$ cat src/rtl/l2irq_pkg.sv
package l2irq_pkg;
  localparam int IDX_W = 5;

  // Register selected by the word bit of the byte offset.
  typedef enum logic {
    SEL_ENABLE = 1'b0,
    SEL_STATUS = 1'b1
  } reg_sel_e;

  localparam int SEL_BIT = 2;
endpackage

$ cat src/rtl/l2irq_regs.sv
module l2irq_regs
  import l2irq_pkg::*;
#(
  parameter int          LINES = 32,
  parameter logic [LINES-1:0] CONN = '1
) (
  input  logic             clk,
  input  logic             rst,
  input  logic             wr_i,
  input  logic             rd_i,
  input  reg_sel_e         sel_i,
  input  logic [LINES-1:0] wdata_i,
  input  logic [LINES-1:0] status_i,
  output logic [LINES-1:0] enable_o,
  output logic [LINES-1:0] rdata_o
);
  logic [LINES-1:0] en_q;
  logic [LINES-1:0] rd_mux;

  // Only wired positions can hold an enable bit.
  always_ff @(posedge clk) begin
    if (rst) begin
      en_q <= '0;
    end else if (wr_i && (sel_i == SEL_ENABLE)) begin
      en_q <= wdata_i & CONN;
    end
  end

  always_comb begin
    unique case (sel_i)
      SEL_ENABLE: rd_mux = en_q;
      SEL_STATUS: rd_mux = status_i;
      default:    rd_mux = '0;
    endcase
  end

  always_ff @(posedge clk) begin
    if (rst) begin
      rdata_o <= '0;
    end else if (rd_i) begin
      rdata_o <= rd_mux;
    end
  end

  assign enable_o = en_q;
endmodule

$ cat src/rtl/l2irq_route.sv
module l2irq_route #(
  parameter int                         LINES     = 32,
  parameter int                         NUM_GROUP = 2,
  parameter logic [NUM_GROUP*LINES-1:0] GROUP_MAP = '0,
  parameter bit                         WAKE_EN   = 1'b1
) (
  input  logic                 clk,
  input  logic                 rst,
  input  logic [LINES-1:0]     live_i,
  input  logic [LINES-1:0]     enable_i,
  output logic [NUM_GROUP-1:0] grp_o,
  output logic                 wake_o
);
  logic [LINES-1:0] armed;
  assign armed = live_i & enable_i;

  for (genvar g = 0; g < NUM_GROUP; g++) begin : g_grp
    localparam logic [LINES-1:0] MAP = GROUP_MAP[g*LINES +: LINES];
    always_ff @(posedge clk) begin
      if (rst) grp_o[g] <= 1'b0;
      else     grp_o[g] <= |(armed & MAP);
    end
  end

  if (WAKE_EN) begin : g_wake
    always_ff @(posedge clk) begin
      if (rst) wake_o <= 1'b0;
      else     wake_o <= |armed;
    end
  end else begin : g_nowake
    assign wake_o = 1'b0;
  end
endmodule

$ cat src/rtl/l2irq_mux.sv
module l2irq_mux
  import l2irq_pkg::*;
#(
  parameter int                         LINES     = 32,
  parameter int                         NUM_MUXED = 3,
  parameter logic [NUM_MUXED*IDX_W-1:0] MUX_LINES = '0,
  parameter logic [LINES-1:0]           FWD_MASK  = '0
) (
  input  logic                 clk,
  input  logic                 rst,
  input  logic [LINES-1:0]     irq_i,
  input  logic [LINES-1:0]     enable_i,
  output logic [NUM_MUXED-1:0] ded_o
);
  for (genvar i = 0; i < NUM_MUXED; i++) begin : g_ded
    localparam int LN = int'(MUX_LINES[i*IDX_W +: IDX_W]);
    logic nxt;
    if (FWD_MASK[LN]) begin : g_bypass
      assign nxt = irq_i[LN];
    end else begin : g_gated
      assign nxt = irq_i[LN] & enable_i[LN];
    end
    always_ff @(posedge clk) begin
      if (rst) ded_o[i] <= 1'b0;
      else     ded_o[i] <= nxt;
    end
  end
endmodule

$ cat src/rtl/l2_irq_aggregator.sv
module l2_irq_aggregator
  import l2irq_pkg::*;
#(
  parameter int                         LINES     = 32,
  parameter int                         NUM_GROUP = 2,
  parameter logic [NUM_GROUP*LINES-1:0] GROUP_MAP = {32'h0000_0140, 32'h0000_0EB8},
  parameter int                         NUM_MUXED = 3,
  parameter logic [NUM_MUXED*IDX_W-1:0] MUX_LINES = {5'd2, 5'd1, 5'd0},
  parameter logic [LINES-1:0]           FWD_MASK  = 32'h0000_0007,
  parameter bit                         WAKE_EN   = 1'b1
) (
  input  logic                 clk,
  input  logic                 rst,
  input  logic [LINES-1:0]     irq_i,
  input  logic                 reg_wr_i,
  input  logic                 reg_rd_i,
  input  logic [2:0]           reg_addr_i,
  input  logic [LINES-1:0]     reg_wdata_i,
  output logic [LINES-1:0]     reg_rdata_o,
  output logic [NUM_GROUP-1:0] grp_irq_o,
  output logic [NUM_MUXED-1:0] ded_irq_o,
  output logic                 wake_o
);
  function automatic logic [LINES-1:0] wired_mask();
    logic [LINES-1:0] m = '0;
    for (int g = 0; g < NUM_GROUP; g++) m |= GROUP_MAP[g*LINES +: LINES];
    for (int i = 0; i < NUM_MUXED; i++) m[int'(MUX_LINES[i*IDX_W +: IDX_W])] = 1'b1;
    return m;
  endfunction

  localparam logic [LINES-1:0] CONN = wired_mask();
  localparam logic [LINES-1:0] OWN  = CONN & ~FWD_MASK;

  logic [LINES-1:0] live;
  logic [LINES-1:0] stat_q;
  logic [LINES-1:0] en_w;
  reg_sel_e         sel;

  assign live = irq_i & OWN;
  assign sel  = reg_sel_e'(reg_addr_i[SEL_BIT]);

  always_ff @(posedge clk) begin
    if (rst) stat_q <= '0;
    else     stat_q <= live;
  end

  l2irq_regs #(.LINES(LINES), .CONN(CONN)) u_regs (
    .clk(clk), .rst(rst), .wr_i(reg_wr_i), .rd_i(reg_rd_i), .sel_i(sel),
    .wdata_i(reg_wdata_i), .status_i(stat_q), .enable_o(en_w), .rdata_o(reg_rdata_o)
  );

  l2irq_route #(.LINES(LINES), .NUM_GROUP(NUM_GROUP), .GROUP_MAP(GROUP_MAP),
                .WAKE_EN(WAKE_EN)) u_route (
    .clk(clk), .rst(rst), .live_i(live), .enable_i(en_w),
    .grp_o(grp_irq_o), .wake_o(wake_o)
  );

  l2irq_mux #(.LINES(LINES), .NUM_MUXED(NUM_MUXED), .MUX_LINES(MUX_LINES),
              .FWD_MASK(FWD_MASK)) u_mux (
    .clk(clk), .rst(rst), .irq_i(irq_i), .enable_i(en_w), .ded_o(ded_irq_o)
  );
endmodule

$ cat config.mk
export PLATFORM = sky130hd
export DESIGN_NAME = l2_irq_aggregator
export DESIGN_NICKNAME = d
export VERILOG_FILES = /design/src/rtl/l2irq_pkg.sv /design/src/rtl/l2irq_regs.sv /design/src/rtl/l2irq_route.sv /design/src/rtl/l2irq_mux.sv /design/src/rtl/l2_irq_aggregator.sv
export SDC_FILE = /design/constraint.sdc
export NUM_CORES = 1
export LEC_CHECK = 0
export ABC_AREA = 1
export ABC_CLOCK_PERIOD_IN_PS = 1000
export BUFFER_PORTS_ARGS = -buffer_cell sky130_fd_sc_hd__buf_2
export CAP_MARGIN = 5
export CORE_MARGIN = 2
export CORE_UTILIZATION = 37
export DETAILED_ROUTE_END_ITERATION = 10
export PLACE_DENSITY = 0.8
export SETUP_SLACK_MARGIN = 0.05
export SLEW_MARGIN = 30
export SYNTH_ARGS = -nofsm -noshare
export SYNTH_HDL_FRONTEND = slang
export SYNTH_SLANG_ARGS = --single-unit
export TNS_END_PERCENT = 1
$ cat constraint.sdc
create_clock -name clk -period 1 [get_ports clk]
set_clock_uncertainty 0.2 [all_clocks]
set_input_delay 0.2 -clock clk [delete_from_list [all_inputs] [get_ports clk]]
set_output_delay 0.2 -clock clk [all_outputs]
set_load 0.005 [all_outputs]
### After elaboration in Yosys (flattened, before gate mapping)

Index checks and enable logic that the tools add are counted.

| word-level totals | value |
|---|---|
| input port bits | 71 |
| bits in registers | 82 |
| word-level logic and storage cells | 17 |
| output and inout port bits | 38 |

| operators by class | value |
|---|---|
| bitwise gates (word level) | 2 |
| multiplexer cells | 1 |
| reduce and logical (&&, ||, !) cells | 4 |

Operator list:

| kind | count |
|---|---|
| 32-bit one-hot mux with 2 select lines | 1 |
| 32-bit OR reduction | 1 |
| 12-bit AND | 1 |
| 7-bit OR reduction | 1 |
| 2-bit OR reduction | 1 |
| 1-bit logical AND | 1 |
| 1-bit inverter | 1 |

### Depth between registers and ports, before layout

| depth | value |
|---|---|
| depth after elaboration | 2 |
| depth in mapped cells | 7 |
| depth with buffers taken out | 6 |

### By module

Synthesis repeated with hierarchy kept, for this count alone.

| unflattened totals | value |
|---|---|
| cells, all modules | 400 |
| area total of the unflattened synthesis | 2713.9 um^2 |

Modules (own cells, without submodules):

| module | sequential area each (um^2) | times used | area an instance (um^2) | cells each |
|---|---|---|---|---|
| l2irq_regs | 880.8 | 1 | 2054.5 | 294 |
| l2irq_route | 60.1 | 1 | 314.1 | 68 |
| l2_irq_aggregator | 180.2 | 1 | 262.8 | 29 |
| l2irq_mux | 60.1 | 1 | 82.6 | 9 |

### Worst setup path before layout

No wires, ideal clock.

| timing | value |
|---|---|
| kind | input to register |
| start point | in reg_addr_i[2] |
| end point | reg u_regs.en_q[7] (netlist: u_regs.enable_o[7]) |
| stages | 6 |
| slack | -0.051 ns |
| arrival | 0.735 ns |
| data required time | 0.684 ns |
| path through | buf_6 > inv_6 > nand2_4 > buf_6 > o21ai_0 > nor2_1 |

| between the ends | value |
|---|---|
| cells in the longest elaborated chain, start to end | 2 |

Ends and longest elaborated chain:

| item | RTL line | source |
|---|---|---|
| start: declaration | l2_irq_aggregator.sv:17 | `input logic [2:0] reg_addr_i,` |
| 1-bit inverter | l2irq_regs.sv:24 | `end else if (wr_i && (sel_i == SEL_ENABLE)) begin` |
| 1-bit logical AND | l2irq_regs.sv:24 |  |
| end signal: assignment | l2irq_regs.sv:25 | `en_q <= wdata_i & CONN;` |
| end: declaration | l2irq_regs.sv:17 | `logic [LINES-1:0] en_q;` |

No other way between the ends.
A chain may end at the register's enable or synchronous reset.

### Worst setup path in the final report

| timing | value |
|---|---|
| start point | reg u_regs.rdata_o[11] |
| end point | out reg_rdata_o[11] |

RTL lines:

| item | RTL line | source |
|---|---|---|
| start: declaration | l2irq_regs.sv:15 | `output logic [LINES-1:0] rdata_o` |
| start signal: assignment | l2irq_regs.sv:41 | `rdata_o <= rd_mux;` |
| end: declaration | l2_irq_aggregator.sv:19 | `output logic [LINES-1:0] reg_rdata_o,` |

No word-level cell between the ends.

==> results.json <==
{
  "crit_buf_inv": 1,
  "finalCriticalPeriod_ns": 1.133,
  "io_pins": 109,
  "cap_violations": 0,
  "fmax_ghz": 0.8828,
  "die-area_sq_mm": 0.004903,
  "drc": 0,
  "seq_area_sq_um": 804.5,
  "failed_checks": "negative hold slack, negative setup slack",
  "cp_cell_sequence": "buf_2",
  "crit_arrival_ns": 0.73,
  "cts_buffers": 5,
  "cts_root_buf": "clkbuf_8",
  "peakVddDrop_mv": 0.6815,
  "final_core_util_pct": 50.73,
  "rsz0062_at_grt": "true",
  "cts.htree.levels": 2,
  "drt_iter0_markers": 55,
  "setup_slack_ns": -0.1328,
  "wl_per_cell_um": 10.32,
  "clockBufferDepth": 2,
  "synth_cell_types": 17,
  "cts.sinks": 39,
  "die-width_um": 70.02,
  "drive_gt1_share_pct": 34.19,
  "hold_start": "irq_i[6]",
  "die_height_um": 70.02,
  "fin_crit_sh_pct": 113.3,
  "max_stage_delay_ns": 0.33,
  "finalHoldViolCount": 16,
  "diodes": 0,
  "r2r_setup_slack_ns": -0.02,
  "initial_utilization_pct": 37.82,
  "drv_slew": 0,
  "power_mw": 3.515,
  "multi_input_area_sq_um": 589.3,
  "hold_buffers": 8,
  "r2r_cells": 6,
  "netlist_area_sq_mm": 0.001613,
  "endpoint_kind": "output port",
  "num_rows": 24,
  "dr.pass1.iters": 4,
  "hold_ws_ns": -0.07149,
  "grt_pass1_wl_um": 5340,
  "critPathRequiredTime_ns": 0.60,
  "status": "complete, but fails checks",
  "cts_setup_buffers": 0,
  "p_leak_nw": 1.200,
  "cp_num_cells": 1,
  "finalSetupViolations": 21,
  "via_per_inst": 4.312,
  "syn2layout_area_growth_pct": 34.13,
  "port_buffers": 46,
  "overflow": 0,
  "filler_cell_count": 404,
  "seq_area_frac_synth_pct": 48.41,
  "clk_latency_ns": 0.29,
  "synth.avg_cell_area_sq_um": 7.717,
  "grt_pass1_vias": 1250,
  "track_usage_pct": 13.84,
  "p_per_area_mw_per_mm2": 1625,
  "fp.coreArea_sq_mm": 0.004264,
  "rr_startpoint": "u_regs.enable_o[3]",
  "gp_congestion": 0.7064,
  "clk_pin_slew_ns": 0.07,
  "cp_max_fo": 2,
  "nNetsFinal": 342,
  "antenna_found_initial": 0,
  "start_kind": "flop",
  "synth_cells": 209,
  "final_cell_area_sq_mm": 0.002163,
  "hold_path_class": "primary input to flop",
  "postRouteAntennaNets": 0,
  "critPathKind": "flop to output port",
  "r2r_end": "u_route.wake_o",
  "critical_path.top_delay_family": "flip-flops",
  "ys.warnings.count": 0,
  "cts_tree": "yes",
  "cp_slowest_cell": "dfxtp_2",
  "cp-endpoint": "reg_rdata_o[11]",
  "hpwl_um": 2398,
  "critical_path.startpoint": "u_regs.rdata_o[11]",
  "grt_max_degree": 24,
  "totalWireLength_um": 3343,
  "vias": 1397,
  "place_area_sq_mm": 0.001867,
  "ys_ff_latch": 39
}
[registers in the layout, summed over array words and instances (netlist names)]
| signal | cells |
|---|---|
| u_mux.ded_o | 3 |
| u_regs.rdata_o | 12 |
| u_regs.enable_o | 12 |
| u_route.grp_o | 2 |
| u_route.wake_o | 1 |
| stat_q | 9 |
[how the worst min path moves through the flow]
stage,to,slack (ns),cells past startpoint
after global placement,u_mux.ded_o[2],0.20,3
after floorplan,stat_q[11],0.07,1
after global routing,stat_q[6],-0.07,3
final,stat_q[6],-0.07,3
after CTS,stat_q[5],-0.07,3
after detailed placement,u_mux.ded_o[2],0.21,3
[cell usage after synthesis (all sizes together)]
cell type / instances / area (sq um)
inv: 27 / 108.9
nand2: 39 / 153.9
buf: 29 / 220.2
o211ai: 9 / 67.56
o21ai: 15 / 75.07
nand3: 9 / 45.04
nor2: 38 / 142.6
a21oi: 3 / 15.01
dfxtp: 39 / 780.8
conb: 1 / 3.750
[where the power goes]
group / internal, mW / switching (mW)
Clock: 0.807 / 0.536
Combinational: 0.234 / 0.229
Sequential: 1.66 / 0.0472
Total: 2.70 / 0.812
[stage by stage]
stage	TNS, ns	std cells	worst slack (ns)
2_1_floorplan	-0.2778	228	-0.01872
3_3_place_gp	-2.488	308	-0.1226
3_5_place_dp	-2.796	308	-0.1376
4_1_cts	-2.351	324	-0.1394
5_1_grt	-3.190	324	-0.1646
6_report	-2.225	324	-0.1328
[kinds of logic after synthesis]
kind of cell / synth area share (%)
AO/OA/AOI/OAI: 9.774
buffers and inverters: 20.40
flip-flops: 48.41
other: 0.2325
AND/OR/NAND/NOR: 21.18
[layout make-up]
cell class                      count  area share [%]
Inverter                           27           5.032
Tap cell                           52           3.008
Clock inverter                      2           1.619
Clock buffer                        6           3.817
Timing Repair Buffer               65           22.09
Sequential cell                    39           37.19
Multi-Input combinational cell    133           27.24
[per-layer routing]
layer	vias up	share of wire [%]	global-route usage [%]
li1	725	-	-
met3	6	6.4	4.906
met4	0	1.4	5.342
met2	42	48	23.92
met1	624	44	15.54
met5	-	0	0
[cell usage in the layout (no fill, tap or decap)]
cell            synthesis  layout
a21oi_1                 3       3
buf_12                  0       2
buf_2                   5      40
buf_4                  20       7
buf_6                   4       8
bufinv_16               0       1
clkbuf_8                0       6
clkinv_2                0       1
conb_1                  1      20
dfxtp_1                39      20
dfxtp_2                 0      19
dlygate4sd3_1           0       2
dlymetal6s4s_1          0       6
inv_1                  24      23
inv_2                   1       2
inv_4                   1       1
inv_6                   1       1
nand2_1                38      36
nand2_2                 0       2
nand2_4                 1       1
nand3_1                 9       7
nand3_2                 0       2
nor2_1                 38      38
o211ai_1                9       9
o21ai_0                 7       5
o21ai_1                 8      10
[what timing repair did]
| item | CTS | global route |
|---|---|---|
| endpoints found under the hold margin | 24 | 13 |
| gates cloned | 0 | 0 |
| resized for setup | 11 | 27 |
| pin swaps | 0 | 7 |
| endpoints found under the setup margin | 24 | 36 |
(Power assumes the default switching activity.)
